File: config.mk
export PLATFORM = sky130hd
export DESIGN_NAME = tri_port_pio
export DESIGN_NICKNAME = d
export VERILOG_FILES = /design/src/rtl/tri_port_pio.sv
export SDC_FILE = /design/constraint.sdc
export NUM_CORES = 1
export LEC_CHECK = 0
export ABC_AREA = 1
export BUFFER_PORTS_ARGS = -buffer_cell sky130_fd_sc_hd__buf_2
export CAP_MARGIN = 20
export CORE_AREA = 2 2 108 110
export DETAILED_ROUTE_END_ITERATION = 7
export DIE_AREA = 0 0 110 112
export SLEW_MARGIN = 30
export SYNTH_ARGS = -nofsm -noshare
export SYNTH_HDL_FRONTEND = slang
export SYNTH_SLANG_ARGS = --single-unit
File: constraint.sdc
create_clock -name clk -period 1.2 [get_ports clk]
set_input_delay 0.12 -clock clk [delete_from_list [all_inputs] [get_ports clk]]
set_output_delay 0.12 -clock clk [all_outputs]
set_load 0.005 [all_outputs]
File: src/rtl/tri_port_pio.sv
module tri_port_pio (
  input  logic       clk,
  input  logic       rst_n,
  input  logic [1:0] addr,
  input  logic [7:0] wdata,
  input  logic       wr,
  input  logic       rd,
  output logic [7:0] rdata,
  input  logic [7:0] pa_in,
  output logic [7:0] pa_out,
  output logic [7:0] pa_oe,
  input  logic [7:0] pb_in,
  output logic [7:0] pb_out,
  output logic [7:0] pb_oe,
  input  logic [7:0] pc_in,
  output logic [7:0] pc_out,
  output logic [7:0] pc_oe
);

  logic [7:0] lat_a, lat_b, lat_c;
  logic       in_a, in_cu, in_b, in_cl;
  logic [23:0] sync1, sync2;
  logic [7:0] rd_val;
  logic       ctl_wr;

  assign ctl_wr = wr && addr == 2'd3 && wdata[7];

  always_ff @(posedge clk) begin
    if (!rst_n) begin
      lat_a <= '0; lat_b <= '0; lat_c <= '0;
      in_a <= 1'b1; in_cu <= 1'b1; in_b <= 1'b1; in_cl <= 1'b1;
    end else if (ctl_wr) begin
      lat_a <= '0; lat_b <= '0; lat_c <= '0;
      in_a <= wdata[4]; in_cu <= wdata[3];
      in_b <= wdata[1]; in_cl <= wdata[0];
    end else if (wr) begin
      case (addr)
        2'd0: lat_a <= wdata;
        2'd1: lat_b <= wdata;
        2'd2: lat_c <= wdata;
        default: ;
      endcase
    end
  end

  always_ff @(posedge clk) begin
    if (!rst_n) begin
      sync1 <= '0;
      sync2 <= '0;
    end else begin
      sync1 <= {pc_in, pb_in, pa_in};
      sync2 <= sync1;
    end
  end

  always_comb begin
    case (addr)
      2'd0: rd_val = in_a ? sync2[7:0] : lat_a;
      2'd1: rd_val = in_b ? sync2[15:8] : lat_b;
      2'd2: rd_val = {in_cu ? sync2[23:20] : lat_c[7:4],
                      in_cl ? sync2[19:16] : lat_c[3:0]};
      default: rd_val = {3'b100, in_a, in_cu, 1'b0, in_b, in_cl};
    endcase
  end

  always_ff @(posedge clk) begin
    if (!rst_n) rdata <= '0;
    else if (rd) rdata <= rd_val;
  end

  assign pa_out = lat_a;
  assign pb_out = lat_b;
  assign pc_out = lat_c;
  assign pa_oe  = {8{~in_a}};
  assign pb_oe  = {8{~in_b}};
  assign pc_oe  = {{4{~in_cu}}, {4{~in_cl}}};

  a_r5_ctl_clears: assert property (@(posedge clk) disable iff (!rst_n)
    (wr && addr == 2'd3 && wdata[7]) |=> (pa_out == 8'h00 && pb_out == 8'h00 && pc_out == 8'h00));

  a_r4_bad_ctl_ignored: assert property (@(posedge clk) disable iff (!rst_n)
    (wr && addr == 2'd3 && !wdata[7]) |=>
      ($stable(pa_oe) && $stable(pb_oe) && $stable(pc_oe) && $stable(pa_out) && $stable(pb_out) && $stable(pc_out)));

  a_r6_port_a_load: assert property (@(posedge clk) disable iff (!rst_n)
    (wr && addr == 2'd0) |=> (pa_out == $past(wdata)));

  a_r7_out_readback: assert property (@(posedge clk) disable iff (!rst_n)
    (rd && !wr && addr == 2'd1 && pb_oe == 8'hff) |=> (rdata == pb_out));

  a_r8_rdata_hold: assert property (@(posedge clk) disable iff (!rst_n)
    !rd |=> $stable(rdata));

  a_r2_nibble_oe: assert property (@(posedge clk) disable iff (!rst_n)
    (wr && addr == 2'd3 && wdata[7]) |=> (pc_oe[7:4] == {4{~$past(wdata[3])}} && pc_oe[3:0] == {4{~$past(wdata[0])}}));

endmodule

==> results of run 1 <==
-- final timing paths --
check | from | endpoint | slack [ns] | cells past startpoint
worst max register to register | in_a$_SDFFE_PN1P_ | rdata[1]$_SDFFE_PN0P_ | 0.05 | 6
worst min register to register | sync1[2]$_SDFF_PN0_ | sync2[2]$_SDFF_PN0_ | 0.41 | 2
worst min-delay path | rd | rdata[5]$_SDFFE_PN0P_ | 0.09 | 3
worst max-delay path | in_cu$_SDFFE_PN1P_ | pc_oe[6] | 0.04 | 3
-- kinds of logic after synthesis --
kind of cell           Yosys count
AO/OA/AOI/OAI                   84
buffers and inverters          130
flip-flops                      84
AND/OR/NAND/NOR                138
-- metal layers --
layer / part of all wire (%) / wire length [microns]
met1: 47 / 3743
met2: 45 / 3587
met3: 6.0 / 476
met4: 1.7 / 133
met5: 0 / 0
-- power by group --
| group | total (mW) | internal, mW | switching (mW) |
|---|---|---|---|
| Combinational | 0.625 | 0.283 | 0.342 |
| Sequential | 2.98 | 2.92 | 0.0529 |
| Clock | 2.65 | 1.58 | 1.07 |
-- tightest hold or removal path, delay by kind of cell --
family                 cells  cell delay [ns]
and+or+nand+nor            1             0.06
AOI/OAI and AO/OA          1             0.05
buffers and inverters      1             0.13
-- sequential cells by signal (all words and copies together) (netlist names) --
name / cells
in_cl: 1
in_b: 1
pc_out: 8
pa_out: 8
in_a: 1
sync1: 24
in_cu: 1
sync2: 24
rdata: 8
pb_out: 8
-- stage by stage --
| step | TNS [ns] | power [mW] |
|---|---|---|
| final | 0 | 6.252 |
| after global placement | 0 | 3.594 |
| after floorplan | 0 | 3.358 |
| after global routing | -0.002465 | 6.538 |
| after detailed placement | -0.06323 | 3.598 |
| after CTS | 0 | 6.312 |
-- cells in the mapped netlist --
| library cell | count | area (sq um) |
|---|---|---|
| nand2_1 | 111 | 416.7 |
| inv_1 | 89 | 334.1 |
| dfxtp_1 | 84 | 1682 |
| a21oi_1 | 39 | 195.2 |
| o21ai_0 | 33 | 165.2 |
| buf_4 | 21 | 157.7 |
| nand3_1 | 16 | 80.08 |
| clkbuf_1 | 8 | 30.03 |
| o21ai_1 | 6 | 30.03 |
| o211ai_1 | 5 | 37.54 |
| clkinv_1 | 4 | 15.01 |
| nor2_4 | 4 | 45.04 |
| buf_2 | 3 | 15.01 |
| nand2_2 | 3 | 18.77 |
| buf_6 | 2 | 22.52 |
| inv_2 | 2 | 7.510 |
| nor2_1 | 2 | 7.510 |
| a31oi_1 | 1 | 6.260 |
| buf_1 | 1 | 3.750 |
| nand2_4 | 1 | 11.26 |
| nor2_2 | 1 | 6.260 |
-- cell type report --
class,count,area share (%)
inverters,95,8.260
well taps,143,4.073
flip-flops and latches,84,38.34
clock inverters,4,0.7120
clock buffers,12,6.067
repair buffers,134,19.34
multi-input cells,222,23.21
-- repair_timing --
action / 4_1_cts / 5_1_grt
hold endpoints to repair: 24 / 0
resized for setup: 6 / 5
gates cloned: 0 / 0
buffers inserted: 4 / 0
pin swaps: 0 / 0
hold buffers: 24 / 0
setup endpoints to repair: 25 / 13
==> flow_summary.ini, run 1 <==
[outcome]
run_status = finished clean

[placed_design]
place_area_sq_mm = 0.003812
io_buffers = 93
dpl_worst_slack_ns = -0.03336
hpwl_mm = 6.024
dp.cells = 650
routabilityCongestion = 0.8042

[global_route]
grt_overflow = 0
met1_usage_pct = 17.76
grtUsageMet2_pct = 20.29
grt_max_degree = 50
grt_usage_pct = 13.23
use_met3_pct = 3.220
grt-busiest-layer = met2
antenna_found_initial = 0
grt_pass1_vias = 2538
grt_pass1_wl_mm = 12.36

[sta]
hold_viol_final = 0
clock.fmax_mhz = 863.0
whs_ns = 0.09389
setup_violations = 0
clock_skew_ns = 0.006704
slew_violations = 0
fin_crit_ns = 1.159
rsz0062_at_grt = yes
finalCritPeriodShare_pct = 96.57
tightest_slew_ns = 0.4166
max-slew-margin-rel_pct = 72.16
layout_setup_ws_ns = 0.04122

[setup_path]
crit_fanout = 4
slowest_stage = dfxtp_2
required_ns = 1.08
cp-end-kind = primary output
cp_top_family = flip-flops
start_kind = flop
worst-endpoint-arrival_ns = 1.04
crit_path_max_incr_delay_ns = 0.36
crit_chain = clkinv_2 -> buf_4 -> buf_2
critPathBufInv = 3
criticalPathCategory = reg2out

[power_and_ir_drop]
ir_drop_mv = 1.010
p_leak_nw = 2.391
p_per_area_mw_per_mm2 = 1423

[floorplan]
die-height_microns = 112
design.die.area_sq_mm = 0.01232
core_area_sq_mm = 0.01117
num_io_pins = 94
rows = 39
die_w_microns = 110
start_util_pct = 29.41

[flow_run]
cap_violations = 0

[clock_network]
clk_latency_ns = 0.33
h-tree-depth = 3
cts_buffer_depth = 2
cts_tree = done
root_buffer = clkbuf_16
clock-sinks = 84
cts_buffers = 9
path_clk_slew_ns = 0.06

[synthesis]
synth_top_family_by_area = buffers and inverters
synth_area_sq_mm = 0.003287
synth_fa_ha_area_share_pct = 0
yosys.area_share.simple_pct = 17.81
yosysWarnings = 0
ys_ff_latch = 84
ys_seq_area_share_pct = 51.16
yosysUniqueCellTypes = 21
synth-compound-area-share_pct = 13.21
syn_nets = 474
avgSynthCellArea_sq_um = 7.539
synthMuxAreaShare_pct = 0
synth_xor_area_share_pct = 0
syn_inst = 436

[cells_and_area]
final_cell_count_no_fill = 694
fin_util_pct = 39.31
n_fill_cell = 1175
diodes = 0
final_common_cell = nand2_1
area_delta_synth_final_pct = 33.65
multi_input_area_sq_mm = 0.001020
drive_gt1_share_pct = 25.95
seq_area_sq_mm = 0.001684
layout_common_cells = 111 x nand2_1, 93 x buf_2, 89 x inv_1
finalInstanceArea_sq_mm = 0.004393
nets = 584

[detailed_routing]
routed_via_density = 4.029
wl_per_cell_microns = 11.44
firstDrtPassIters = 4
num_vias = 2796
wirelength_mm = 7.940
first_iter_violations = 112
drc = 0
antenna_left = 0

[hold_path]
worstHoldPathType = in2reg
Power figures use the tool's default switching activity.
==> run 2, diff against run 1 <==
--- a/config.mk
+++ b/config.mk
@@ -11,6 +11,7 @@
 export CORE_AREA = 2 2 108 110
 export DETAILED_ROUTE_END_ITERATION = 7
 export DIE_AREA = 0 0 110 112
+export REMOVE_ABC_BUFFERS = 1
 export SLEW_MARGIN = 30
 export SYNTH_ARGS = -nofsm -noshare
 export SYNTH_HDL_FRONTEND = slang
==> flow_summary.ini, run 2 (synthesis results as in run 1) <==
[detailed_routing]
routed_via_density = 4.213
antenna_left = 0
num_vias = 2924
firstDrtPassIters = 7
drc = 0
wirelength_mm = 8.239
first_iter_violations = 112
wl_per_cell_microns = 11.87

[global_route]
grt_usage_pct = 13.80
antenna_found_initial = 0
grt_pass1_vias = 2620
grt_overflow = 0
grt_max_degree = 50
grt_pass1_wl_mm = 12.90

[clock_network]
cts_buffer_depth = 2
clock-sinks = 84
clk_latency_ns = 0.33
cts_tree = done
h-tree-depth = 3
root_buffer = clkbuf_16
cts_buffers = 9
path_clk_slew_ns = 0.06

[cells_and_area]
final_common_cell = nand2_1
nets = 584
seq_area_sq_mm = 0.001692
drive_gt1_share_pct = 26.13
multi_input_area_sq_mm = 0.001020
area_delta_synth_final_pct = 34.34
fin_util_pct = 39.51
diodes = 0
n_fill_cell = 1164
layout_common_cells = 111 x nand2_1, 93 x buf_2, 89 x inv_1
largest_registers = sync1 (24), sync2 (24)

[setup_path]
r2r_slack_ns = 0.07
worstReg2RegEnd = rdata[4]$_SDFFE_PN0P_
critPathBufInv = 3
required_ns = 1.08
crit_chain = clkinv_4 -> buf_4 -> buf_2
start_kind = flop
cp_top_family = buffers and inverters
criticalPathCategory = reg2out
slowest_stage = dfxtp_2
timing.rr.start = in_cu$_SDFFE_PN1P_
worst-endpoint-arrival_ns = 1.07
reg2reg_depth = 7
crit_path_max_incr_delay_ns = 0.36
cp-end-kind = primary output
critical_path_depth = 3
crit_fanout = 8

[hold_path]
hold_path.startpoint = rd
worstHoldEndpoint = rdata[5]$_SDFFE_PN0P_
min_path_cells = 3
worstHoldPathType = in2reg

[floorplan]
die-height_microns = 112
die_w_microns = 110
rows = 39
design.die.area_sq_mm = 0.01232
core_area_sq_mm = 0.01117
num_io_pins = 94
start_util_pct = 29.41

[power_and_ir_drop]
ir_drop_mv = 0.5169
combPwrFrac_pct = 9.8
p_seq_share_pct = 46.6
switching_share_pct = 22.90
p_int_mw = 4.924
power_switching_mw = 1.463
total_power_mw = 6.387
power_frac_clock_pct = 43.6
p_per_area_mw_per_mm2 = 1447
p_leak_nw = 2.400

[sta]
tightest_slew_ns = 0.4735
hold_viol_final = 0
clock_skew_ns = 0.007029
slew_violations = 0
finalCritPeriodShare_pct = 99.04
clock.fmax_mhz = 841.4
rsz0062_at_grt = yes
setup_violations = 0
max-slew-margin-rel_pct = 68.36
fin_crit_ns = 1.189

[placed_design]
io_buffers = 93
routabilityCongestion = 0.8058
hpwl_mm = 6.005

[outcome]
run_status = finished clean

[flow_run]
cap_violations = 0
==> run 2: layer usage <==
| metal | GRT usage [%] | wire length [microns] | vias to the layer above |
|---|---|---|---|
| met5 | 0 | 0 | - |
| met4 | 4.810 | 121 | 0 |
| met3 | 4.801 | 758 | 12 |
| met2 | 20.49 | 3661 | 106 |
| met1 | 18.50 | 3698 | 1291 |
| li1 | - | - | 1515 |
==> run 2: final cells by class <==
class                           count  area share [%]
Sequential cell                    84           38.31
Multi-Input combinational cell    222           23.09
Timing Repair Buffer              134           19.16
Inverter                           95           8.501
Clock buffer                       12           5.809
Tap cell                          143           4.052
Clock inverter                      4           1.077
==> run 2: power by group through the flow <==
stage / logic [mW] / registers (mW) / clock network [mW]
after floorplan: 0.256 / 3.04 / 0
after global placement: 0.551 / 3.03 / 0
after detailed placement: 0.562 / 3.04 / 0
after CTS: 0.627 / 2.98 / 2.83
after global routing: 0.713 / 2.99 / 2.96
final: 0.627 / 2.97 / 2.79
==> run 2: worst max path at each step <==
stage	from	to
CTS	in_b$_SDFFE_PN1P_	pb_oe[5]
global placement	addr[1]	pa_out[4]$_SDFFE_PP0P_
floorplan	in_b$_SDFFE_PN1P_	rdata[1]$_SDFFE_PN0P_
finish	in_a$_SDFFE_PN1P_	pa_oe[6]
global route	in_a$_SDFFE_PN1P_	rdata[1]$_SDFFE_PN0P_
detailed placement	addr[1]	pc_out[5]$_SDFFE_PP0P_
==> run 2: repair_timing <==
action,in CTS,in global routing
hold buffers,24,0
resized for setup,12,7
setup buffers,1,3
hold endpoints to repair,24,0
endpoints found under the setup margin,26,30
==> run 2: per-stage QoR <==
step | cells | cell area, sq um | hold WS [ns] | worst slack [ns] | TNS (ns)
floorplan | 401 | 3058 | 0.2135 | -0.2328 | -1.358
global placement | 650 | 3812 | 0.2992 | -0.0001932 | -0.0001932
detailed placement | 650 | 3812 | 0.3038 | -0.04547 | -0.5338
CTS | 691 | 4388 | 0.07184 | 0.008426 | 0
global route | 694 | 4415 | 0.08450 | -0.05459 | -0.4523
finish | 694 | 4415 | 0.07628 | 0.01150 | 0
==> run 2: tightest hold or removal path: cells and delay by family <==
family,cells,cell delay (ns)
AOI/OAI and AO/OA,1,0.05
buffers and inverters,1,0.13
and+or+nand+nor,1,0.06
